<file path="src/rtl/perf_ctr_pkg.sv">
`timescale 1ns/1ps
package perf_ctr_pkg;
    localparam int ADDR_W    = 12;
    localparam int WORD_W    = 32;
    localparam int EVT_W     = 16;
    localparam int SLOT_W    = 5;
    localparam int FIRST_EVT = 3;

    typedef enum logic [2:0] {
        TGT_NONE,
        TGT_INHIBIT,
        TGT_SELECT,
        TGT_COUNTER,
        TGT_SHADOW
    } tgt_e;

    typedef struct packed {
        tgt_e              tgt;
        logic              hi;
        logic [SLOT_W-1:0] slot;
    } dec_t;
endpackage

</file>
<file path="src/rtl/perf_csr_decode.sv">
`timescale 1ns/1ps
module perf_csr_decode
    import perf_ctr_pkg::*;
(
    input  logic [ADDR_W-1:0] addr,
    output dec_t              dec
);
    always_comb begin
        dec.tgt  = TGT_NONE;
        dec.hi   = addr[7];
        dec.slot = addr[SLOT_W-1:0];
        if (addr == 12'h320) begin
            dec.tgt = TGT_INHIBIT;
        end else if (addr[11:5] == 7'b0011001 && addr[4:0] >= 5'(FIRST_EVT)) begin
            dec.tgt = TGT_SELECT;
        end else if (addr[11:8] == 4'hB && addr[6:5] == 2'b00 && addr[4:0] != 5'd1) begin
            dec.tgt = TGT_COUNTER;
        end else if (addr[11:8] == 4'hC && addr[6:5] == 2'b00) begin
            dec.tgt = TGT_SHADOW;
        end
    end
endmodule

</file>
<file path="src/rtl/perf_evt_match.sv">
`timescale 1ns/1ps
module perf_evt_match
    import perf_ctr_pkg::*;
#(
    parameter int NUM_SLOTS = 4,
    parameter int NUM_SEL   = 1,
    parameter int RET_BIT   = 1
) (
    input  logic [WORD_W-1:0]             inhibit,
    input  logic [NUM_SEL-1:0][EVT_W-1:0] sel,
    input  logic [EVT_W-1:0]              evt,
    output logic [NUM_SLOTS-1:0]          inc
);
    for (genvar i = 0; i < NUM_SLOTS; i++) begin : g_slot
        if (i == 0) begin : g_cycle
            assign inc[i] = !inhibit[i];
        end else if (i == 1) begin : g_time
            assign inc[i] = 1'b0;
        end else if (i == 2) begin : g_retire
            assign inc[i] = !inhibit[i] && evt[RET_BIT];
        end else begin : g_event
            assign inc[i] = !inhibit[i] && (|(sel[i-FIRST_EVT] & evt));
        end
    end
endmodule

</file>
<file path="src/rtl/perf_ctr64.sv">
`timescale 1ns/1ps
module perf_ctr64
    import perf_ctr_pkg::*;
(
    input  logic [2*WORD_W-1:0] cur,
    input  logic                inc,
    input  logic                wr_lo,
    input  logic                wr_hi,
    input  logic [WORD_W-1:0]   wdata,
    output logic [2*WORD_W-1:0] nxt
);
    always_comb begin
        nxt = cur;
        if (wr_lo) begin
            nxt[WORD_W-1:0] = wdata;
        end else if (wr_hi) begin
            nxt[2*WORD_W-1:WORD_W] = wdata;
        end else if (inc) begin
            nxt = cur + 64'd1;
        end
    end
endmodule

</file>
<file path="src/rtl/perf_ctr_bank.sv">
`timescale 1ns/1ps
module perf_ctr_bank
    import perf_ctr_pkg::*;
#(
    parameter int NUM_EVT_CTRS = 1,
    parameter int RET_EVT_BIT  = 1
) (
    input  logic                csr_en,
    input  logic                clk,
    input  logic                rst_n,
    input  logic                csr_we,
    input  logic [ADDR_W-1:0]   csr_addr,
    input  logic [WORD_W-1:0]   csr_wdata,
    input  logic [EVT_W-1:0]    evt_i,
    input  logic [2*WORD_W-1:0] time_i,
    output logic [WORD_W-1:0]   csr_rdata,
    output logic                csr_illegal
);
    localparam int NUM_SLOTS = FIRST_EVT + NUM_EVT_CTRS;
    localparam int NUM_SEL   = (NUM_EVT_CTRS > 0) ? NUM_EVT_CTRS : 1;

    function automatic logic [WORD_W-1:0] impl_mask();
        logic [WORD_W-1:0] m;
        m    = '0;
        m[0] = 1'b1;
        m[2] = 1'b1;
        for (int i = 0; i < NUM_EVT_CTRS; i++) m[FIRST_EVT+i] = 1'b1;
        return m;
    endfunction

    localparam logic [WORD_W-1:0] INH_IMPL = impl_mask();

    typedef struct packed {
        logic [WORD_W-1:0]                 inh;
        logic [NUM_SEL-1:0][EVT_W-1:0]     sel;
        logic [NUM_SLOTS-1:0][2*WORD_W-1:0] ctr;
    } state_t;

    state_t st_d, st_q;

    dec_t                               dec;
    logic                               acc_ok;
    logic                               wr_ok;
    logic [NUM_SLOTS-1:0]               inc;
    logic [NUM_SLOTS-1:0]               wr_lo;
    logic [NUM_SLOTS-1:0]               wr_hi;
    logic [NUM_SLOTS-1:0][2*WORD_W-1:0] nxt;
    logic [WORD_W-1:0]                  rd;

    // observation points for the bound checker
    logic [WORD_W-1:0]   inh_q;
    logic [2*WORD_W-1:0] cyc_q;
    logic [2*WORD_W-1:0] ret_q;
    logic                cyc_wr;
    logic                ret_wr;

    perf_csr_decode u_dec (
        .addr (csr_addr),
        .dec  (dec)
    );

    perf_evt_match #(
        .NUM_SLOTS (NUM_SLOTS),
        .NUM_SEL   (NUM_SEL),
        .RET_BIT   (RET_EVT_BIT)
    ) u_match (
        .inhibit (st_q.inh),
        .sel     (st_q.sel),
        .evt     (evt_i),
        .inc     (inc)
    );

    always_comb begin
        acc_ok = csr_en && (dec.tgt != TGT_NONE) && !(csr_we && dec.tgt == TGT_SHADOW);
        wr_ok  = acc_ok && csr_we;
    end

    for (genvar i = 0; i < NUM_SLOTS; i++) begin : g_ctr
        if (i == 1) begin : g_none
            assign wr_lo[i] = 1'b0;
            assign wr_hi[i] = 1'b0;
            assign nxt[i]   = '0;
        end else begin : g_cnt
            assign wr_lo[i] = wr_ok && dec.tgt == TGT_COUNTER && dec.slot == 5'(i) && !dec.hi;
            assign wr_hi[i] = wr_ok && dec.tgt == TGT_COUNTER && dec.slot == 5'(i) && dec.hi;
            perf_ctr64 u_ctr (
                .cur   (st_q.ctr[i]),
                .inc   (inc[i]),
                .wr_lo (wr_lo[i]),
                .wr_hi (wr_hi[i]),
                .wdata (csr_wdata),
                .nxt   (nxt[i])
            );
        end
    end

    always_comb begin
        st_d = st_q;
        for (int i = 0; i < NUM_SLOTS; i++) st_d.ctr[i] = nxt[i];
        if (wr_ok && dec.tgt == TGT_INHIBIT) st_d.inh = csr_wdata & INH_IMPL;
        for (int i = 0; i < NUM_EVT_CTRS; i++) begin
            if (wr_ok && dec.tgt == TGT_SELECT && dec.slot == 5'(i + FIRST_EVT))
                st_d.sel[i] = csr_wdata[EVT_W-1:0];
        end

        rd = '0;
        case (dec.tgt)
            TGT_INHIBIT: rd = st_q.inh;
            TGT_SELECT: begin
                for (int i = 0; i < NUM_EVT_CTRS; i++)
                    if (dec.slot == 5'(i + FIRST_EVT)) rd = {{(WORD_W-EVT_W){1'b0}}, st_q.sel[i]};
            end
            TGT_COUNTER, TGT_SHADOW: begin
                for (int i = 0; i < NUM_SLOTS; i++)
                    if (dec.slot == 5'(i))
                        rd = dec.hi ? st_q.ctr[i][2*WORD_W-1:WORD_W] : st_q.ctr[i][WORD_W-1:0];
                if (dec.tgt == TGT_SHADOW && dec.slot == 5'd1)
                    rd = dec.hi ? time_i[2*WORD_W-1:WORD_W] : time_i[WORD_W-1:0];
            end
            default: rd = '0;
        endcase
    end

    always_ff @(posedge clk or negedge rst_n) begin
        if (!rst_n) begin
            st_q     <= '0;
            st_q.inh <= INH_IMPL;
        end else begin
            st_q <= st_d;
        end
    end

    assign csr_rdata   = acc_ok ? rd : '0;
    assign csr_illegal = csr_en && !acc_ok;

    assign inh_q  = st_q.inh;
    assign cyc_q  = st_q.ctr[0];
    assign ret_q  = st_q.ctr[2];
    assign cyc_wr = wr_lo[0] || wr_hi[0];
    assign ret_wr = wr_lo[2] || wr_hi[2];
endmodule

</file>
<file path="config.mk">
export PLATFORM = sky130hd
export DESIGN_NAME = perf_ctr_bank
export DESIGN_NICKNAME = d
export VERILOG_FILES = /design/src/rtl/perf_ctr_pkg.sv /design/src/rtl/perf_csr_decode.sv /design/src/rtl/perf_evt_match.sv /design/src/rtl/perf_ctr64.sv /design/src/rtl/perf_ctr_bank.sv
export SDC_FILE = /design/constraint.sdc
export NUM_CORES = 1
export LEC_CHECK = 0
export BUFFER_PORTS_ARGS = -buffer_cell sky130_fd_sc_hd__buf_2
export CAP_MARGIN = 20
export CORE_ASPECT_RATIO = 2
export CORE_MARGIN = 2
export CORE_UTILIZATION = 26
export DETAILED_ROUTE_END_ITERATION = 12
export GPL_ROUTABILITY_DRIVEN = 0
export SLEW_MARGIN = 10
export SYNTH_ARGS = -nofsm -noshare
export SYNTH_HDL_FRONTEND = slang
export SYNTH_SLANG_ARGS = --single-unit
</file>
<file path="constraint.sdc">
create_clock -name clk -period 5.44 [get_ports clk]
set_clock_uncertainty 0.2 [all_clocks]
set_input_delay 1.088 -clock clk [delete_from_list [all_inputs] [get_ports clk]]
set_output_delay 1.088 -clock clk [all_outputs]
set_load 0.05 [all_outputs]
</file>
# Word level (Yosys, flattened, before mapping)
# Cells that the tools add are included.
# Widths: inputs -> output; s select.
[classes]
addsub = 3
order_cmp = 1
n_eq_ne = 17
mux = 28
bitwise = 4
n_reduce_logical = 45
[ops]
columns = ["cell", "count"]
rows = [
  ["$mux 32", 19],
  ["$add 64x1->64 const B", 3],
  ["$mux 64", 3],
  ["$pmux 32 s3", 1],
  ["$logic_and 1x1->1", 25],
  ["$and 16x16->16", 1],
  ["$mux 16", 1],
  ["$reduce_or 16->1", 1],
  ["$eq 12x10->1 const B", 1],
  ["$mux 3", 4],
  ["$reduce_and 2->1", 6],
  ["$eq 5x2->1 const B", 2],
  ["$ne 2x1->1 const B", 5],
  ["$eq 4x4->1 const B", 2],
  ["$reduce_bool 2->1", 4],
  ["$eq 7x5->1 const B", 1],
  ["$eq 3x2->1 const B", 2],
  ["$eq 5x1->1 const B", 1],
  ["$ge 5x2->1 const B", 1],
  ["$logic_not 1->1", 5],
  ["$logic_not 5->1", 1],
  ["$ne 5x1->1 const B", 1],
  ["$eq 3x1->1 const B", 1],
  ["$eq 3x3->1 const B", 1],
  ["other kinds (4)", 6],
]
[totals]
ff_bits = 211
in_bits = 128
out_inout_bits = 33
word_cells = 106

# Depth between registers and ports, before layout
# Gate-level depths: netlist of the first run.
[depth]
word_depth = 16
mapped_depth = 10
ltp_nobuf = 8

# Cells and area by module
# From an unflattened synthesis of the first run, not the netlist that was laid out.
[hier_totals]
cells_unflattened = 1886
area_unflattened_um2 = 16306.9
[modules_own_cells]
columns = ["module", "n_inst", "cells_each", "area_per_inst_um2"]
rows = [
  ["perf_ctr_bank", 1, 576, 8415.6],
  ["perf_ctr64 (g_ctr[2].g_cnt.u_ctr ...)", 2, 425, 2533.7],
  ["perf_ctr64 (g_ctr[0].g_cnt.u_ctr)", 1, 429, 2580.0],
  ["perf_csr_decode", 1, 17, 136.4],
  ["perf_evt_match", 1, 14, 107.6],
]

# Worst setup path after synthesis of the first run
# No wires, ideal clock.
[synth_timing]
path_type = "input to output"
from = "in csr_addr[6]"
to = "out csr_rdata[10]"
arrival_ns = 3.164
slack_ns = 0.988
stages = 7
path_buffers = 2
path_cell_list = "nor4b_1 nand2_1 o221a_2 nand2b_1 clkbuf_1 clkbuf_1 a21oi_1"
[synth_via]
elab_chain_cells = 11
word_cells_on_any_way = 25
classes_between = "6 x eq/ne; 7 x mux; 12 x reduce/logical"
[synth_lines]
columns = ["element", "line_no", "source"]
rows = [
  ["start: declaration", "perf_ctr_bank.sv:12", "input logic [ADDR_W-1:0] csr_addr,"],
  ["$logic_not 2->1", "perf_csr_decode.sv:16, perf_csr_decode.sv:18", ""],
  ["$logic_and 1x1->1 (on tied branches)", "perf_csr_decode.sv:18, perf_csr_decode.sv:16", ""],
  ["$mux 3 / $logic_and 1x1->1 (equally long branches)", "perf_csr_decode.sv:18, perf_csr_decode.sv:16", ""],
  ["$mux 3", "perf_csr_decode.sv:16", "end else if (addr[11:8] == 4'hB && addr[6:5] == 2'b00 && addr[4:0] != 5'd1) begin"],
  ["$mux 3", "perf_csr_decode.sv:14", "end else if (addr[11:5] == 7'b0011001 && addr[4:0] >= 5'(FIRST_EVT)) begin"],
  ["$mux 3 (*)", "perf_csr_decode.sv:12", "if (addr == 12'h320) begin"],
  ["$eq 3x3->1", "perf_ctr_bank.sv:74, perf_ctr_bank.sv:107, perf_ctr_bank.sv:117", ""],
  ["$logic_and 1x1->1 (on tied branches)", "perf_ctr_bank.sv:117, perf_ctr_bank.sv:74", ""],
  ["$mux 32 / $logic_not 1->1 (equally long branches)", "perf_ctr_bank.sv:117, perf_ctr_bank.sv:74", ""],
  ["$pmux 32 s3 / $logic_and 1x1->1 (equally long branches)", "perf_ctr_bank.sv:107, perf_ctr_bank.sv:74", ""],
  ["$mux 32 (*)", "perf_ctr_bank.sv:133", "assign csr_rdata = acc_ok ? rd : '0;"],
  ["end: declaration", "perf_ctr_bank.sv:16", "output logic [WORD_W-1:0] csr_rdata,"],
]
# Every way passes the cells marked *; elsewhere a longest branch is shown, timed or not.

# Final worst setup path of the first run
[layout_timing]
from = "in csr_addr[6]"
to = "out csr_rdata[0]"
# Same word-level chain as after synthesis.

==> impl_results.md, run 1 <==
* Status: completed
* Worst slack, placed at 0.629 ns
* Post-CTS Setup Repair Bufs at 0
* DIE AREA at 59000 um2
* Finish-stage setup viols at 0
* Residual DRC at 0
* DR iter-0 viols at 1741
* Reg2Reg Setup Slack at 1.66 ns
* Distinct cells, synth at 69
* Layout Nets at 2071
* CP arrival at 3.63 ns
* Vias in the first global route at 16100
* Die width at 173 um
* Drt pass-1 iters at 5
* CTS max path bufs at 3
* Crit Path Class: in2out
* Switch Pwr at 1220 uW
* EDFF count, synth at 0
* Initial Util at 26.3%
* IO buf count at 160
* Ys Warns at 0
* Buf/Inv on CP at 2
* Crit-path leading delay family: simple AND/OR/NAND/NOR gates
* Combinational power share at 13.6%
* R2R depth at 7
* CP Capture Type: primary output
* Final Hold Viols at 0
* Clk Latency, worst-skew pair at 0.55 ns
* Total global-route track usage at 23.0%
* First-pass GRT wire length at 103 mm
* Leakage at 0.00699 uW
* DRT Wirelength at 69.1 mm
* Peak VDD IR at 0.215 mV
* Critical path, cell by cell: buf_2 > nor4b_1 > nand2_1 > o221a_2 > nand2b_1 > a21oi_1 > buf_12
* Synth Area per Inst at 8.06 um2
* Slew HR at 25.6%
* Vias post-DR at 16100
* TritonCTS clock tree: done
* Max-slew violations at 0
* Pwr dens at 235 nW/um2
* Area grow syn2layout at 16.3%
* Startpoint Class: primary input
* Worst r2r dst: st_q[248]
* Top FF cell, synth: dfrtp_1
* Htree depth at 1
* Worst Path Required at 4.15 ns
* Worst-Margin Slew at 1.11 ns
* Final worst setup slack at 0.517 ns
* Largest net degree at the start of global routing at 87
* # rows at 123
* Mapped Area at 14800 um2
* Detail Route Antenna Nets at 0
* I/O pin cnt at 161
* Inserted Clock Buffers at 22
* Cell internal pwr at 2830 uW
* Finished Layout Cells at 2707
* Placed instance area at 16400 um2
* Leading cell type in the layout, fill and taps excluded: nand2_1
* Design area at 17200 um2
* Synthesized Nets at 1967
* Synth Instances at 1836
* Fin Setup TNS at 0 ns
* Core area at 56300 um2
* Crit path max-delay cell type: nor4b_1
* Post-route minimum period at 4.92 ns
* CTS Hold Buffers Added at 0
* Vias per cell at 5.94
* Worst Hold Class: in2async
* Final HPWL DP at 51.2 mm
* Reg power frac at 44.7%
* Inst Count DP at 2664
* CTS root buffer: clkbuf_16
* Switching portion of total power at 30.1%
* Worst-path fanout max at 17
* Register bit total from synthesis at 211
* Sequential area share after synthesis at 35.7%
* Asr flop ratio synth at 100%
* Initial antenna violation count at 0
* Max Freq at 203 MHz
* Share of cells above drive strength 1 at 14.8%
* WHS at 0.327 ns
* Max-cap violation count at 0
* R2R Path Start: st_q[193]
* Proportion of power drawn by the clock network at 41.8%
* CTS resizes at 0
* Clock-pin slew on the worst setup and hold paths at 0.06 ns
* RSZ-0062 raised after global routing: false
* Num Clock Sinks at 211
* CP max stage delay at 0.66 ns
* GR Overflow Total at 0
* Die Height at 341 um
* Drt wl/cell at 25.5 um
* Tcrit/Tclk final at 90.5%
* Commonest non-fill, non-tap cells in the layout: 222 x nand2_1, 208 x nor2_1, 208 x dfrtp_1, 157 x buf_2, 133 x mux2i_1
[layout make-up]
cell class	count	area, um2
fillers	6080	39100
multi-input cells	1481	9020
flip-flops and latches	211	5280
repair buffers	193	1100
well taps	750	938
clock buffers	30	642
clock inverters	10	128
inverters	31	116
diodes	1	2.50
[per-stage QoR]
stage | power [uW] | utilization [%]
global placement | 2350 | 29.2
CTS | 4030 | 30.5
global route | 4170 | 30.6
detailed placement | 2360 | 29.2
floorplan | 2080 | -
finish | 4050 | 30.6
[power by group through the flow]
stage                     Combinational [uW]  Clock (uW)  Sequential, uW
after global placement                   524           0            1830
after global routing                     591        1760            1820
after detailed placement                 534           0            1830
after CTS                                536        1700            1800
after floorplan                          301           0            1780
final                                    549        1690            1810
[worst max-delay path by stage]
stage / startpoint / to / cells after the start
3_3_place_gp: csr_addr[0] / csr_rdata[0] / 7
3_5_place_dp: csr_addr[6] / csr_rdata[0] / 7
2_1_floorplan: csr_addr[6] / csr_rdata[10] / 7
6_report: csr_addr[6] / csr_rdata[0] / 7
5_1_grt: csr_addr[6] / csr_rdata[0] / 7
4_1_cts: csr_addr[6] / csr_rdata[0] / 7
[synthesized netlist by cell type, types with 11 or more instances]
library cell | instances | area, um2
a311oi_1 | 12 | 105
nor4_1 | 22 | 138
and3_1 | 36 | 225
o211ai_1 | 26 | 195
nand2_1 | 222 | 833
o21ai_0 | 123 | 616
mux2_2 | 22 | 248
and4_1 | 27 | 236
buf_1 | 15 | 56.3
dfrtp_1 | 208 | 5200
nor3_1 | 58 | 290
xnor2_1 | 26 | 228
nor2_1 | 209 | 785
a211oi_1 | 22 | 165
xor2_1 | 26 | 228
nand3_1 | 105 | 526
or3_1 | 16 | 100
a22oi_1 | 13 | 97.6
o22ai_1 | 70 | 438
a32oi_1 | 11 | 96.3
a31oi_1 | 17 | 106
and2_1 | 12 | 75.1
a21oi_1 | 98 | 490
inv_1 | 31 | 116
nand4_1 | 53 | 332
mux2i_1 | 133 | 1330
o311ai_0 | 15 | 131
clkbuf_1 | 90 | 338
[registers in the layout (all words and copies together), names as in the netlist]
signal  flops
cyc_q      64
inh_q       3
ret_q      64
st_q       80
[metal layers]
layer	GRT usage [%]	share of wire [%]	up-vias
li1	-	-	7038
met1	24.2	34	7753
met2	39.9	49	964
met3	4.32	8.0	337
met4	18.7	9.7	0
met5	0	0	-
[cell families after synthesis]
logic type | count (synthesis) | share of synthesized area [%]
flip-flops | 211 | 35.7
XOR/XNOR | 52 | 3.08
adder cells (fa/ha/maj) | 3 | 0.254
AO/OA/AOI/OAI | 468 | 20.0
AND/OR/NAND/NOR | 803 | 26.5
buffers and inverters | 144 | 3.76
multiplexers | 155 | 10.7
No activity file was read; power rests on OpenSTA's default activity.
==> run 2: changes to the inputs <==
==> constraint.sdc (replaced) <==
create_clock -name clk -period 4.1 [get_ports clk]
set_clock_uncertainty 0.2 [all_clocks]
set_input_delay 0.82 -clock clk [delete_from_list [all_inputs] [get_ports clk]]
set_output_delay 0.82 -clock clk [all_outputs]
set_load 0.05 [all_outputs]
==> impl_results.md, run 2 (synthesis gave the netlist of run 1 again) <==
* Final Hold Viols at 0 (unchanged)
* DRT Wirelength at 70.0 mm (was 69.1 mm)
* Post-route minimum period at 3.88 ns
* Critical path, cell by cell: buf_2 > nor4b_1 > nand3_1 > buf_4 > o22ai_1 > nor2_1 > nor2_1 > buf_2 (was buf_2 > nor4b_1 > nand2_1 > o221a_2 > nand2b_1 > a21oi_1 > buf_12)
* Inserted Clock Buffers at 22 (unchanged)
* Htree depth at 1 (unchanged)
* I/O pin cnt at 161 (unchanged)
* Vias post-DR at 16300 (was 16100)
* Placed instance area at 16800 um2 (was 16400 um2)
* Initial antenna violation count at 1 (was 0)
* Largest net degree at the start of global routing at 82 (was 87)
* DR iter-0 viols at 1701 (was 1741)
* Post-CTS Setup Repair Bufs at 0 (unchanged)
* Worst-Margin Slew at 1.11 ns (about the same)
* Startpoint Class: primary input (unchanged)
* Area grow syn2layout at 18.4% (was 16.3%)
* Crit path max-delay cell type: nor4b_1 (unchanged)
* IO buf count at 160 (unchanged)
* Number of fill cells in the layout at 5982 (was 6080)
* Leakage at 0.00716 uW (was 0.00699 uW)
* CP arrival at 2.86 ns (was 3.63 ns)
* Vias in the first global route at 16000 (was 16100)
* Die Height at 341 um (unchanged)
* Crit-path leading delay family: simple AND/OR/NAND/NOR gates (unchanged)
* Slew HR at 25.3% (was 25.6%)
* CTS Hold Buffers Added at 0 (unchanged)
* Clock-pin slew on the worst setup and hold paths at 0.06 ns (about the same)
* Finish-stage setup viols at 0 (unchanged)
* Leading cell type in the layout, fill and taps excluded: nand2_1 (unchanged)
* Max-slew violations at 0 (unchanged)
* WHS at 0.0703 ns (was 0.327 ns)
* Tcrit/Tclk final at 94.7%
* Pwr dens at 302 nW/um2 (was 235 nW/um2)
* Peak VDD IR at 0.251 mV (was 0.215 mV)
* CP max stage delay at 0.51 ns (was 0.66 ns)
* GR Overflow Total at 0 (unchanged)
* CTS resizes at 0 (unchanged)
* Die width at 173 um (unchanged)
* Worst Path Required at 3.08 ns (was 4.15 ns)
* GRT busiest layer: met2 (unchanged)
* TritonCTS clock tree: done (unchanged)
* First-pass GRT wire length at 102 mm (was 103 mm)
* Commonest non-fill, non-tap cells in the layout: 222 x nand2_1, 208 x nor2_1, 208 x dfrtp_1, 156 x buf_2, 133 x mux2i_1 (was 222 x nand2_1, 208 x nor2_1, 208 x dfrtp_1, 157 x buf_2, 133 x mux2i_1)
* Clk Latency, worst-skew pair at 0.55 ns (about the same)
* Buf/Inv on CP at 3 (was 2)
* Initial Util at 26.3% (unchanged)
* Met3 GRT Util at 4.09% (was 4.32%)
* Fin Setup TNS at 0 ns (unchanged)
* Worst Hold Class: in2async (unchanged)
* CTS max path bufs at 3 (unchanged)
* Max Freq at 258 MHz
* Worst-path fanout max at 16 (was 17)
* Final HPWL DP at 53.0 mm (was 51.2 mm)
* Residual DRC at 0 (unchanged)
* # rows at 123 (unchanged)
* Status: completed (unchanged)
* CTS root buffer: clkbuf_16 (unchanged)
* Detail Route Antenna Nets at 0 (unchanged)
* Layout Nets at 2107 (was 2071)
* Grt met2 use at 40.2% (was 39.9%)
* Vias per cell at 5.94 (about the same)
* Total global-route track usage at 22.9% (was 23.0%)
* Most flops, register: st_q (unchanged)
* Global routing usage on met1 at 23.2% (was 24.2%)
* Drt pass-1 iters at 8 (was 5)
* CP Capture Type: primary output (unchanged)
* Core area at 56300 um2 (unchanged)
* Crit Path Class: in2out (unchanged)
* Max reg flops at 80 (unchanged)
* Design area at 17500 um2 (was 17200 um2)
* DIE AREA at 59000 um2 (unchanged)
* Drt wl/cell at 25.5 um (about the same)
* RSZ-0062 raised after global routing: false (unchanged)
* Share of cells above drive strength 1 at 16.1% (was 14.8%)
* Max-cap violation count at 0 (unchanged)
* N_diodes at 0 (was 1)
* Num Clock Sinks at 211 (unchanged)
-- run 2: report_power, final --
part	switching, uW	internal (uW)
combinational	475	276
sequential	198	2200
clock	940	1200
total	1610	3680
-- run 2: area by class of cell --
| class | count | area (um2) | area share [%] |
|---|---|---|---|
| Clock inverter | 4 | 48.8 | 0.278 |
| Sequential cell | 211 | 5280 | 30.1 |
| Inverter | 31 | 116 | 0.664 |
| Tap cell | 750 | 938 | 5.35 |
| Multi-Input combinational cell | 1481 | 9020 | 51.5 |
| Clock buffer | 35 | 681 | 3.88 |
| Timing Repair Buffer | 229 | 1440 | 8.22 |
-- run 2: per-layer routing --
metal,vias to the layer above,wire length [um]
met2,984,34200
met5,-,0
met4,0,7140
met1,7798,23300
li1,7106,-
met3,394,5410
-- run 2: path summary, 6_finish.rpt --
kind	from	slack [ns]	depth (start not counted)	end
setup / recovery	csr_addr[6]	0.22	8	csr_rdata[22]
max in group asynchronous	rst_n	2.64	2	inh_q[0]
setup reg to reg	ret_q[4]	0.58	6	ret_q[53]
hold / removal	rst_n	0.07	1	st_q[261]
min in group clk	ret_q[34]	0.34	2	ret_q[34]
hold reg to reg	ret_q[34]	0.34	2	ret_q[34]
-- run 2: per-stage QoR --
stage	worst slack, ns	utilization, %	power [uW]	cells
after floorplan	0.184	-	2760	1836
final	0.218	31.1	5290	2741
after global placement	0.234	29.8	3150	2701
after global routing	0.0675	31.1	5450	2741
after detailed placement	0.200	29.8	3160	2701
after CTS	0.208	31.1	5280	2740
